`src/rtl/mulu_pkg.sv`:
```
// Package: shared state encoding and flag-byte bit positions for the
// register-pair multiplier. Assumes an 8-bit flag byte.
package mulu_pkg;

    typedef enum logic [1:0] {
        ST_IDLE = 2'd0,
        ST_STEP = 2'd1,
        ST_FIN  = 2'd2
    } mul_state_e;

    localparam int FLAG_W    = 8;
    localparam int FL_SIGN   = 7;
    localparam int FL_ZERO   = 6;
    localparam int FL_UNS    = 5;
    localparam int FL_OPTYPE = 3;

endpackage

```
`src/rtl/mulu_ctrl.sv`:
```
// Sequencer: accepts a request only when idle, runs one step per operand
// bit, then spends one finishing cycle and issues a registered done pulse.
// Assumes start is already gated by the compile-time enable.
module mulu_ctrl
    import mulu_pkg::*;
#(
    parameter int WIDTH      = 8,
    parameter int MAX_CYCLES = 14
) (
    input  logic clk,
    input  logic rst_n,
    input  logic start_i,
    output logic load_o,
    output logic step_o,
    output logic fin_o,
    output logic done_o,
    output logic busy_o
);
    localparam int CW = $clog2(WIDTH + 1);
    localparam int LW = $clog2(2 * WIDTH + MAX_CYCLES + 4);
    localparam logic [CW-1:0] LAST_STEP = CW'(WIDTH - 1);

    mul_state_e    state_q;
    logic [CW-1:0] cnt_q;
    logic          done_q;
    logic [LW-1:0] lat_q;

    assign load_o = (state_q == ST_IDLE) && start_i;
    assign step_o = (state_q == ST_STEP);
    assign fin_o  = (state_q == ST_FIN);
    assign busy_o = (state_q != ST_IDLE);
    assign done_o = done_q;

    // State and step counter advance
    always_ff @(posedge clk) begin
        if (!rst_n) begin
            state_q <= ST_IDLE;
            cnt_q   <= '0;
        end else begin
            case (state_q)
                ST_IDLE: if (start_i) begin
                    state_q <= ST_STEP;
                    cnt_q   <= '0;
                end
                ST_STEP: begin
                    cnt_q <= cnt_q + 1'b1;
                    if (cnt_q == LAST_STEP) state_q <= ST_FIN;
                end
                ST_FIN:  state_q <= ST_IDLE;
                default: state_q <= ST_IDLE;
            endcase
        end
    end

    // Completion pulse, one cycle after the finishing state
    always_ff @(posedge clk) begin
        if (!rst_n) done_q <= 1'b0;
        else        done_q <= fin_o;
    end

    // Latency tracker, used only by the cycle-budget check
    always_ff @(posedge clk) begin
        if (!rst_n)      lat_q <= '0;
        else if (load_o) lat_q <= LW'(1);
        else if (busy_o) lat_q <= lat_q + 1'b1;
    end

    AST_DONE_SINGLE: assert property (@(posedge clk) disable iff (!rst_n)
        done_o |=> !done_o);
    AST_CYCLE_BUDGET: assert property (@(posedge clk) disable iff (!rst_n)
        done_o |-> (lat_q <= LW'(MAX_CYCLES)));
    AST_FIN_AFTER_STEP: assert property (@(posedge clk) disable iff (!rst_n)
        fin_o |-> $past(step_o));
    AST_NO_RELOAD: assert property (@(posedge clk) disable iff (!rst_n)
        (busy_o && start_i && !fin_o) |=> busy_o);

endmodule

```
`src/rtl/mulu_shift_add.sv`:
```
// Datapath: radix-2 shift-and-add multiply. On load the multiplier sits in
// the low half of the accumulator; each step adds the multiplicand into
// the high half when the current multiplier bit is 1, then shifts right.
// Assumes unsigned operands and exactly WIDTH step cycles.
module mulu_shift_add #(
    parameter int WIDTH = 8
) (
    input  logic               clk,
    input  logic               rst_n,
    input  logic               load_i,
    input  logic               step_i,
    input  logic               fin_i,
    input  logic [WIDTH-1:0]   mcand_i,
    input  logic [WIDTH-1:0]   mplier_i,
    output logic [2*WIDTH-1:0] acc_o,
    output logic [2*WIDTH-1:0] prod_o
);
    localparam int PW = 2 * WIDTH;

    logic [WIDTH-1:0] mcand_q;
    logic [PW-1:0]    acc_q;
    logic [PW-1:0]    prod_q;
    logic [WIDTH:0]   sum;

    // Partial sum of the high half with the gated multiplicand
    always_comb begin
        sum = {1'b0, acc_q[PW-1:WIDTH]} + (acc_q[0] ? {1'b0, mcand_q} : '0);
    end

    // Operand capture and one shift-add step per cycle
    always_ff @(posedge clk) begin
        if (!rst_n) begin
            mcand_q <= '0;
            acc_q   <= '0;
        end else if (load_i) begin
            mcand_q <= mcand_i;
            acc_q   <= {{WIDTH{1'b0}}, mplier_i};
        end else if (step_i) begin
            acc_q   <= {sum, acc_q[WIDTH-1:1]};
        end
    end

    // Result register, updated only at the finishing cycle
    always_ff @(posedge clk) begin
        if (!rst_n)     prod_q <= '0;
        else if (fin_i) prod_q <= acc_q;
    end

    assign acc_o  = acc_q;
    assign prod_o = prod_q;

    AST_MCAND_HELD: assert property (@(posedge clk) disable iff (!rst_n)
        step_i |=> $stable(mcand_q));
    AST_PROD_HOLD: assert property (@(posedge clk) disable iff (!rst_n)
        !fin_i |=> $stable(prod_q));

endmodule

```
`src/rtl/mulu_flag_merge.sv`:
```
// Flag update: saves the incoming flag byte at load, then at the finishing
// cycle writes sign, zero and unsigned-indicator from the product, clears
// the operation-type bit and keeps every other bit as saved.
module mulu_flag_merge
    import mulu_pkg::*;
#(
    parameter int WIDTH = 8
) (
    input  logic                clk,
    input  logic                rst_n,
    input  logic                load_i,
    input  logic                fin_i,
    input  logic [FLAG_W-1:0]   flags_i,
    input  logic [2*WIDTH-1:0]  result_i,
    output logic [FLAG_W-1:0]   flags_o
);
    logic [FLAG_W-1:0] saved_q;
    logic [FLAG_W-1:0] flags_q;
    logic [FLAG_W-1:0] merged;

    // Merge the result-derived bits into the saved byte
    always_comb begin
        merged            = saved_q;
        merged[FL_SIGN]   = result_i[2*WIDTH-1];
        merged[FL_ZERO]   = (result_i == '0);
        merged[FL_UNS]    = 1'b1;
        merged[FL_OPTYPE] = 1'b0;
    end

    // Capture the flag byte when a request is accepted
    always_ff @(posedge clk) begin
        if (!rst_n)      saved_q <= '0;
        else if (load_i) saved_q <= flags_i;
    end

    // Publish the updated flags at the finishing cycle
    always_ff @(posedge clk) begin
        if (!rst_n)     flags_q <= '0;
        else if (fin_i) flags_q <= merged;
    end

    assign flags_o = flags_q;

    AST_FLAGS_HOLD: assert property (@(posedge clk) disable iff (!rst_n)
        !fin_i |=> $stable(flags_q));

endmodule

```
`src/rtl/reg_pair_mult.sv`:
```
// Top: register-pair multiplier. Multiplies B by C, returns the double-width
// product for writeback over BC, and an updated flag byte with a done pulse.
// Assumes the caller holds no expectation of results before done.
module reg_pair_mult
    import mulu_pkg::*;
#(
    parameter int WIDTH      = 8,
    parameter int MAX_CYCLES = 14,
    parameter bit EXT_ENABLE = 1'b1
) (
    input  logic                 clk,
    input  logic                 rst_n,
    input  logic                 start,
    input  logic [WIDTH-1:0]     op_b,
    input  logic [WIDTH-1:0]     op_c,
    input  logic [FLAG_W-1:0]    flags_in,
    output logic [2*WIDTH-1:0]   product,
    output logic [FLAG_W-1:0]    flags_out,
    output logic                 done,
    output logic                 busy
);
    logic                 start_ok;
    logic                 load, step, fin;
    logic [2*WIDTH-1:0]   acc;

    // Compile-time gate for the extended operation
    generate
        if (EXT_ENABLE) begin : g_ext_on
            assign start_ok = start;
        end else begin : g_ext_off
            assign start_ok = 1'b0;
            AST_DISABLED_IDLE: assert property (@(posedge clk) disable iff (!rst_n)
                !busy && !done);
        end
    endgenerate

    mulu_ctrl #(.WIDTH(WIDTH), .MAX_CYCLES(MAX_CYCLES)) u_ctrl (
        .clk    (clk),
        .rst_n  (rst_n),
        .start_i(start_ok),
        .load_o (load),
        .step_o (step),
        .fin_o  (fin),
        .done_o (done),
        .busy_o (busy)
    );

    mulu_shift_add #(.WIDTH(WIDTH)) u_dp (
        .clk     (clk),
        .rst_n   (rst_n),
        .load_i  (load),
        .step_i  (step),
        .fin_i   (fin),
        .mcand_i (op_b),
        .mplier_i(op_c),
        .acc_o   (acc),
        .prod_o  (product)
    );

    mulu_flag_merge #(.WIDTH(WIDTH)) u_flags (
        .clk     (clk),
        .rst_n   (rst_n),
        .load_i  (load),
        .fin_i   (fin),
        .flags_i (flags_in),
        .result_i(acc),
        .flags_o (flags_out)
    );

    AST_SIGN_MATCH: assert property (@(posedge clk) disable iff (!rst_n)
        done |-> (flags_out[FL_SIGN] == product[2*WIDTH-1]));
    AST_ZERO_MATCH: assert property (@(posedge clk) disable iff (!rst_n)
        done |-> (flags_out[FL_ZERO] == (product == '0)));
    AST_UNS_SET: assert property (@(posedge clk) disable iff (!rst_n)
        done |-> flags_out[FL_UNS]);
    AST_OPTYPE_CLEAR: assert property (@(posedge clk) disable iff (!rst_n)
        done |-> !flags_out[FL_OPTYPE]);
    AST_BUSY_UNTIL_DONE: assert property (@(posedge clk) disable iff (!rst_n)
        $rose(done) |-> $past(busy));

endmodule

```
`config.mk`:
```
export PLATFORM = sky130hd
export DESIGN_NAME = reg_pair_mult
export DESIGN_NICKNAME = d
export VERILOG_FILES = /design/src/rtl/mulu_pkg.sv /design/src/rtl/mulu_ctrl.sv /design/src/rtl/mulu_shift_add.sv /design/src/rtl/mulu_flag_merge.sv /design/src/rtl/reg_pair_mult.sv
export SDC_FILE = /design/constraint.sdc
export NUM_CORES = 1
export LEC_CHECK = 0
export BUFFER_PORTS_ARGS = -buffer_cell sky130_fd_sc_hd__buf_2
export CORE_AREA = 2 2 78 80
export CTS_CLUSTER_SIZE = 30
export DETAILED_ROUTE_END_ITERATION = 8
export DIE_AREA = 0 0 80 82
export PLACE_DENSITY = 0.77
export REMOVE_ABC_BUFFERS = 1
export SLEW_MARGIN = 0
export SYNTH_ARGS = -nofsm -noshare
export SYNTH_HDL_FRONTEND = slang
export SYNTH_HIERARCHICAL = 1
export SYNTH_SLANG_ARGS = --single-unit
```
`constraint.sdc`:
```
create_clock -name clk -period 2.5 [get_ports clk]
set_input_delay 0.25 -clock clk [delete_from_list [all_inputs] [get_ports clk]]
set_output_delay 0.25 -clock clk [all_outputs]
set_load 0.1 [all_outputs]
```
==> results of run 1 <==
==> through the flow <==
stage | TNS, ns | worst slack [ns] | utilization | cells
finish | 0 | 0.4531 | 0.5555 | 406
global route | 0 | 0.3618 | 0.5555 | 406
floorplan | -4.902 | -0.5782 | - | 265
CTS | 0 | 0.4541 | 0.5555 | 406
detailed placement | 0 | 0.4712 | 0.5237 | 390
global placement | 0 | 0.5093 | 0.5237 | 390
==> critical path: cells and delay by family (launching register included) <==
family          cells  cell delay [ns]
compound gates      4             0.78
fa+ha+maj           2             0.66
flops               1             0.34
simple gates        1             0.17
==> sequential cells by signal, summed over array words and instances, names as in the netlist <==
| name | flops |
|---|---|
| u_ctrl/state_q | 2 |
| u_dp/mcand_q | 8 |
| u_dp/prod_o | 16 |
| u_ctrl/cnt_q | 4 |
| u_ctrl/done_o | 1 |
| u_flags/flags_o | 7 |
| u_dp/acc_o | 16 |
| u_flags/saved_q | 4 |
==> kinds of logic (layout without fill, tap and decap cells) <==
logic type	count (synthesis)	after routing	share of synthesized area
simple gates	108	108	0.2267
flops	58	58	0.4234
mux	43	43	0.1569
compound gates	39	39	0.1013
buf+inv	20	71	0.03877
fa+ha+maj	10	10	0.04836
other cells	1	1	0.001367
xor+xnor	1	1	0.003194
==> power groups by stage <==
| stage | sequential [mW] | combinational (mW) | clock, mW |
|---|---|---|---|
| detailed placement | 0.992 | 0.162 | 0 |
| CTS | 0.971 | 0.163 | 0.811 |
| global route | 0.974 | 0.180 | 0.862 |
| floorplan | 0.985 | 0.111 | 0 |
| global placement | 0.991 | 0.160 | 0 |
| finish | 0.971 | 0.161 | 0.778 |
==> cells in the mapped netlist (4+ instances only) <==
cell type / number / area share
o21ai_0: 10 / 0.018
nor2_1: 13 / 0.018
ha_1: 9 / 0.041
buf_4: 5 / 0.014
inv_1: 4 / 0.0055
mux2i_1: 43 / 0.16
and2_1: 18 / 0.041
dfxtp_1: 58 / 0.42
nand3_1: 8 / 0.015
clkbuf_1: 5 / 0.0068
nor2b_1: 34 / 0.078
nand2_1: 15 / 0.021
==> worst min path at each step <==
stage	slack (ns)	end	depth (start not counted)
2_1_floorplan	0.37	u_flags/flags_o[5]	1
3_3_place_gp	0.43	u_flags/flags_o[5]	1
3_5_place_dp	0.44	u_flags/flags_o[5]	1
4_1_cts	0.16	u_flags/saved_q[2]	3
5_1_grt	0.16	u_dp/mcand_q[4]	3
6_report	0.18	u_flags/saved_q[0]	3
==> cell type report <==
type | count | area, um^2 | share of cell area
Sequential cell | 58 | 1161 | 0.3638
Multi-Input combinational cell | 202 | 1478 | 0.4630
Inverter | 5 | 18.77 | 0.005880
Tap cell | 75 | 93.84 | 0.02940
Clock inverter | 2 | 10.01 | 0.003136
Timing Repair Buffer | 50 | 257.7 | 0.08075
Clock buffer | 14 | 172.7 | 0.05410
==> per-layer routing <==
layer	wire, um	part of all wire	vias up
met4	86	0.016	0
met1	2546	0.47	1000
li1	-	-	1067
met2	2493	0.46	50
met5	0	0	-
met3	247	0.046	6
==> flow_summary.json, run 1 <==
{
  "period_share": 0.8188,
  "grtUsageMet3": 0.05495,
  "status": "complete, no violations",
  "grt_remaining_overflow": 0,
  "power_frac_clock": 0.407,
  "p_leak_nw": 1.364,
  "path_cells": "and2_1 -> ha_1 -> fa_1 -> a211o_1 -> a21oi_2 -> o21ai_1 -> a41o_1",
  "worstSetupEndpoint": "u_dp/acc_o[13]",
  "n_antenna_cell": 0,
  "area_growth_syn_to_layout_pct": 16.38,
  "synth_area_um2": 2743,
  "r2r-start": "u_dp/acc_o[0]",
  "critical-path-slowest-cell": "fa_1",
  "fin_crit_ns": 2.047,
  "hold_ws_ns": 0.1789,
  "insertion_delay_ns": 0.33,
  "worst-r2r-setup-slack_ns": 0.45,
  "final_common_cell": "dfxtp_1",
  "grt_setup_unrepaired": "no",
  "reg2reg_to": "u_dp/acc_o[13]",
  "reg2regPathDepth": 7,
  "synth_seq_cells": 58,
  "die_y_um": 82,
  "p_int_mw": 1.459,
  "crit_start": "u_dp/acc_o[0]",
  "clk_path_buf_depth": 2,
  "die_w_um": 80,
  "cts_resized": 0,
  "ys_seq_area_frac": 0.4234,
  "drv_cap": 0,
  "dpl-instance-area_um2": 3009,
  "path_max_fanout": 5,
  "initial_core_util": 0.4774,
  "netSwitchingFraction": 0.2364,
  "finalSetupViolCount": 0,
  "grt_max_degree": 33,
  "total_switching_power_uw": 451.7,
  "critPathKind": "reg -> reg",
  "drive_gt1_frac": 0.2296,
  "holdCritPathClass": "in -> reg",
  "cts_inserted_buffers": 9,
  "syn_inst": 280,
  "grt.busiest_layer": "met2",
  "worst_slew_pin_slew_ns": 0.7205,
  "timing.fmax_mhz": 488.5,
  "first_iter_violations": 100,
  "cts-hold-fix-buffers": 0,
  "hold_start": "flags_in[0]",
  "p_per_area_nw_per_um2": 598.5,
  "slew_viol_final": 0,
  "dieArea_um2": 6560,
  "gp_congestion": 0.9223,
  "critPathCaptureType": "flip-flop",
  "vias": 2123,
  "async_flop_share": 0,
  "syn_area_per_cell_um2": 9.795,
  "drc": 0,
  "ir_worst_vdd_v": 0.0003938,
  "root_buffer": "clkbuf_8",
  "path_clk_slew_ns": 0.06,
  "grt_pass1_vias": 1988,
  "grt_pass1_wl_um": 9149,
  "grt_use_met2": 0.2800,
  "cp.required_ns": 2.72,
  "relSlewSlack": 0.5196,
  "finalClockSkew_ns": 0.005111,
  "seqPwrFrac": 0.508,
  "drt-pass1-iter-count": 4,
  "arrival_ns": 2.27,
  "htree_levels": 3,
  "fp.coreArea_um2": 5746,
  "final_cell_area_um2": 3192,
  "power_mw": 1.910,
  "cts_sinks": 58,
  "viasPerCell": 5.229,
  "synth_warnings": 6,
  "antenna_left": 0,
  "wl_um": 5374,
  "final_nets": 363,
  "hpwl_um": 3794,
  "ios": 53,
  "cp_slowest_stage_delay_ns": 0.44,
  "wire_per_inst_um": 13.24,
  "num_rows": 28,
  "fillerInstances": 538,
  "antenna_found_initial": 0,
  "postCtsSetupRepairBufs": 0,
  "cts_tree": "built",
  "track_usage": 0.1849,
  "combPwrFrac": 0.085,
  "post_synth_num_cell_types": 50,
  "synth_flop_cell": "dfxtp_1",
  "synth_edf_count": 0,
  "grt_use_met1": 0.2349,
  "port_buffers": 47,
  "cp-start-kind": "flip-flop",
  "hold_viol": 0,
  "final_cell_mix": "58 x dfxtp_1, 47 x buf_2, 43 x mux2i_1, 34 x nor2b_1, 18 x and2_1"
}
Note: power is estimated with default switching activity, not from simulation.
==> run 2: changes to the inputs <==
==> constraint.sdc (replaced) <==
create_clock -name clk -period 2.15 [get_ports clk]
set_input_delay 0.215 -clock clk [delete_from_list [all_inputs] [get_ports clk]]
set_output_delay 0.215 -clock clk [all_outputs]
set_load 0.1 [all_outputs]
==> run 2 against run 1 <==
  * Clock skew increased by 0.0011 ns
  * Clock power increased by 12%
  * Sequential power increased by 16%
  * Via count increased by 0.42%
  * Combinational power increased by 23%
  * Cell area increased by 1.2%
  * Critical path type unchanged
  * Largest power group unchanged
==> flow_summary.json, run 2 (same netlist as run 1, synthesis figures left out) <==
{
  "status": "complete, no violations",
  "slew_viol_final": 0,
  "path_max_fanout": 4,
  "ir_worst_vdd_v": 0.0003746,
  "vias": 2132,
  "insertion_delay_ns": 0.33,
  "hold_end": "u_dp/mcand_q[0]",
  "initial_core_util": 0.4774,
  "grt_pass1_vias": 1981,
  "wl_um": 5696,
  "cts-hold-fix-buffers": 0,
  "root_buffer": "clkbuf_8",
  "critical-path-slowest-cell": "fa_1",
  "htree_levels": 3,
  "cp.required_ns": 2.38,
  "clk_path_buf_depth": 2,
  "r2r-start": "u_dp/acc_o[0]",
  "port_buffers": 47,
  "grt_setup_unrepaired": "no",
  "cts_resized": 0,
  "reg2regPathDepth": 7,
  "reg2reg_to": "u_dp/acc_o[13]",
  "grt_remaining_overflow": 0,
  "die_w_um": 80,
  "dieArea_um2": 6560,
  "drive_gt1_frac": 0.2388,
  "final_nets": 368,
  "cp-start-kind": "flip-flop",
  "grt_max_degree": 38,
  "timing.fmax_mhz": 494.2,
  "arrival_ns": 2.25,
  "track_usage": 0.1930,
  "critPathCaptureType": "flip-flop",
  "hold_ws_ns": 0.1394,
  "path_cells": "and2_1 -> ha_1 -> fa_1 -> a211o_1 -> a21oi_2 -> o21ai_1 -> a41o_1",
  "gp_congestion": 0.9554,
  "dpl-instance-area_um2": 3059,
  "hold_start": "op_b[0]",
  "area_growth_syn_to_layout_pct": 17.79,
  "min_path_cells": 3,
  "finalClockSkew_ns": 0.006259,
  "crit_buf_inv": 0,
  "path_clk_slew_ns": 0.06,
  "drc": 0,
  "place_ws_ns": 0.1527,
  "antenna_left": 0,
  "n_antenna_cell": 0,
  "power_mw": 2.201,
  "cts_tree": "built",
  "finalSetupViolCount": 0,
  "p_per_area_nw_per_um2": 681.3,
  "first_iter_violations": 124,
  "die_y_um": 82,
  "grt_pass1_wl_um": 9777,
  "cp_slowest_stage_delay_ns": 0.43,
  "ios": 53,
  "wire_per_inst_um": 13.89,
  "fp.coreArea_um2": 5746,
  "hold_viol": 0,
  "antenna_found_initial": 0,
  "final_cell_mix": "58 x dfxtp_1, 47 x buf_2, 43 x mux2i_1, 34 x nor2b_1, 18 x and2_1",
  "post-route-worst-setup-slack_ns": 0.1267,
  "period_share": 0.9411,
  "hpwl_um": 4050,
  "final_common_cell": "dfxtp_1",
  "fin_crit_ns": 2.023,
  "cts_sinks": 58,
  "critPathKind": "reg -> reg",
  "viasPerCell": 5.200,
  "drv_cap": 0,
  "cp_top_family": "compound AO/OA/AOI/OAI gates",
  "postCtsSetupRepairBufs": 0,
  "holdCritPathClass": "in -> reg",
  "final_cell_area_um2": 3231,
  "drt-pass1-iter-count": 4,
  "cts_inserted_buffers": 9,
  "num_rows": 28,
  "worst-r2r-setup-slack_ns": 0.13,
  "p_leak_nw": 1.381
}
[run 2: how the worst max path moves through the flow]
stage / startpoint / to / slack (ns) / cells after the start
after floorplan: u_ctrl/state_q[0] / u_dp/acc_o[13] / -0.93 / 5
after global placement: u_dp/acc_o[0] / u_dp/acc_o[13] / 0.18 / 7
after detailed placement: u_dp/acc_o[0] / u_dp/acc_o[13] / 0.15 / 7
after CTS: u_dp/acc_o[0] / u_dp/acc_o[13] / 0.13 / 7
after global routing: u_dp/acc_o[0] / u_dp/acc_o[13] / 0.06 / 7
final: u_dp/acc_o[0] / u_dp/acc_o[13] / 0.13 / 7
[run 2: tightest hold or removal path: cells and delay by family]
kind                   cells  cell delay, ns
buffers and inverters      1            0.07
multiplexers               1            0.05
AND/OR/NAND/NOR            1            0.09
[run 2: where the power goes]
group	internal [mW]	leakage (nW)	switching [mW]
logic	0.0890	0.825	0.109
clock network	0.473	0.0855	0.401
registers	1.10	0.471	0.0260
[run 2: final cells by class]
class,instances,area (um^2)
flip-flops and latches,58,1161
fillers,522,2515
repair buffers,55,307.8
well taps,75,93.84
clock inverters,2,12.51
inverters,5,18.77
clock buffers,13,158.9
multi-input cells,202,1478
[run 2: through the flow]
step / instances / util / TNS (ns)
after floorplan: 265 / - / -14.70
after global placement: 395 / 0.5324 / 0
after detailed placement: 395 / 0.5324 / 0
after CTS: 410 / 0.5623 / 0
after global routing: 410 / 0.5623 / 0
final: 410 / 0.5623 / 0
[run 2: metal layers]
| metal | GRT usage | share of wire | vias up |
|---|---|---|---|
| met2 | 0.2917 | 0.46 | 59 |
| met3 | 0.05604 | 0.058 | 9 |
| met5 | 0 | 0 | - |
| li1 | - | - | 1075 |
| met1 | 0.2626 | 0.47 | 989 |
| met4 | 0.06949 | 0.013 | 0 |
==> run 3: changes to the inputs <==
--- a/config.mk
+++ b/config.mk
@@ -5,12 +5,12 @@
 export SDC_FILE = /design/constraint.sdc
 export NUM_CORES = 1
 export LEC_CHECK = 0
-export BUFFER_PORTS_ARGS = -buffer_cell sky130_fd_sc_hd__buf_2
 export CORE_AREA = 2 2 78 80
 export CTS_CLUSTER_SIZE = 30
 export DETAILED_ROUTE_END_ITERATION = 8
 export DIE_AREA = 0 0 80 82
-export PLACE_DENSITY = 0.77
+export DONT_BUFFER_PORTS = 1
+export PLACE_DENSITY = 0.69
 export REMOVE_ABC_BUFFERS = 1
 export SLEW_MARGIN = 0
 export SYNTH_ARGS = -nofsm -noshare
==> run 3 against run 2 <==
  * Non-clock buffer count is 21 lower
  * First-iteration DRC count decreased by 59%
  * Via count is 3.5% lower
==> flow_summary.json, run 3 (same netlist as run 1, synthesis figures left out) <==
{
  "root_buffer": "clkbuf_8",
  "cp-start-kind": "flip-flop",
  "cp.required_ns": 2.38,
  "period_share": 0.9277,
  "viasPerCell": 5.288,
  "slew_viol_final": 0,
  "relSlewSlack": 0.5099,
  "postCtsSetupRepairBufs": 0,
  "p_leak_nw": 1.302,
  "status": "complete, no violations",
  "place_ws_ns": 0.1622,
  "dieArea_um2": 6560,
  "fin_cells": 389,
  "hold_ws_ns": 0.01331,
  "grt_pass1_vias": 2004,
  "grt_max_degree": 38,
  "cts_sinks": 58,
  "vias": 2057,
  "placed_cells": 371,
  "dpl-instance-area_um2": 2984,
  "holdCritPathClass": "in -> reg",
  "hold_viol": 0,
  "die_w_um": 80,
  "clk_path_buf_depth": 2,
  "initial_core_util": 0.4774,
  "grt_remaining_overflow": 0,
  "finalClockSkew_ns": 0.004749,
  "cts_inserted_buffers": 9,
  "multiInputGateArea_um2": 1478,
  "drc": 0,
  "num_rows": 28,
  "wl_um": 5875,
  "grt_setup_unrepaired": "no",
  "ff_latch_area_um2": 1161,
  "final.setup.tns_ns": 0,
  "worst-r2r-setup-slack_ns": 0.16,
  "area_growth_syn_to_layout_pct": 16.65,
  "n_antenna_cell": 0,
  "cts-hold-fix-buffers": 3,
  "hpwl_um": 3883,
  "fp.coreArea_um2": 5746,
  "final_nets": 347,
  "ios": 53,
  "track_usage": 0.1984,
  "ir_worst_vdd_v": 0.0003906,
  "antenna_found_initial": 0,
  "final_cell_mix": "58 x dfxtp_1, 43 x mux2i_1, 34 x nor2b_1, 31 x buf_4, 18 x and2_1",
  "power_mw": 2.264,
  "path_max_fanout": 3,
  "port_buffers": 0,
  "grt_pass1_wl_um": 9722,
  "die_y_um": 82,
  "cts_resized": 0,
  "drv_cap": 0,
  "fin_crit_ns": 1.995,
  "critPathCaptureType": "flip-flop",
  "worst_slew_pin_slew_ns": 0.7352,
  "timing.fmax_mhz": 501.4,
  "drt-pass1-iter-count": 4,
  "arrival_ns": 2.22,
  "wire_per_inst_um": 15.10,
  "p_per_area_nw_per_um2": 707.7,
  "utilization": 0.5568,
  "path_clk_slew_ns": 0.06,
  "final_cell_area_um2": 3199,
  "finalSetupViolCount": 0,
  "final_common_cell": "dfxtp_1",
  "critPathKind": "reg -> reg",
  "antenna_left": 0,
  "insertion_delay_ns": 0.33,
  "gp_congestion": 0.8952,
  "drive_gt1_frac": 0.1783,
  "htree_levels": 3,
  "post-route-worst-setup-slack_ns": 0.1554,
  "first_iter_violations": 51,
  "fillerInstances": 528,
  "cts_tree": "built"
}
==> run 3: worst max-delay path, stage by stage (launching register included) <==
cell and delay (ns):
dfxtp_1 0.32, and2_1 0.15, ha_1 0.22, fa_1 0.43, a211o_1 0.34, a21oi_2 0.12, o21ai_1 0.07, a41o_1 0.23
==> run 3: layout make-up <==
cell class                 instances  area share
clock inverter                     3     0.01251
inverter                           5    0.005866
tap                               75     0.02933
timing repair buffer              34     0.08213
sequential                        58      0.3629
clock buffer                      12     0.04537
multi-input combinational        202      0.4619
==> run 3: final timing paths <==
path,startpoint,endpoint,depth (start not counted)
min,rst_n,u_dp/mcand_q[2],1
max,u_dp/acc_o[0],u_dp/acc_o[13],7
min reg2reg,u_ctrl/cnt_q[3],u_ctrl/cnt_q[3],2
max reg2reg,u_dp/acc_o[0],u_dp/acc_o[13],7
==> run 3: routing by layer <==
layer	track usage	vias to the layer above	wire length, um
met5	0	-	0
met4	0.09322	0	123
met3	0.05934	12	318
met2	0.3125	49	2730
met1	0.2497	968	2702
li1	-	1028	-
==> run 3: report_power, final <==
part | internal, mW | switching, mW
Clock | 0.557 | 0.401
Sequential | 1.10 | 0.0255
Combinational | 0.0786 | 0.0981
Total | 1.74 | 0.525
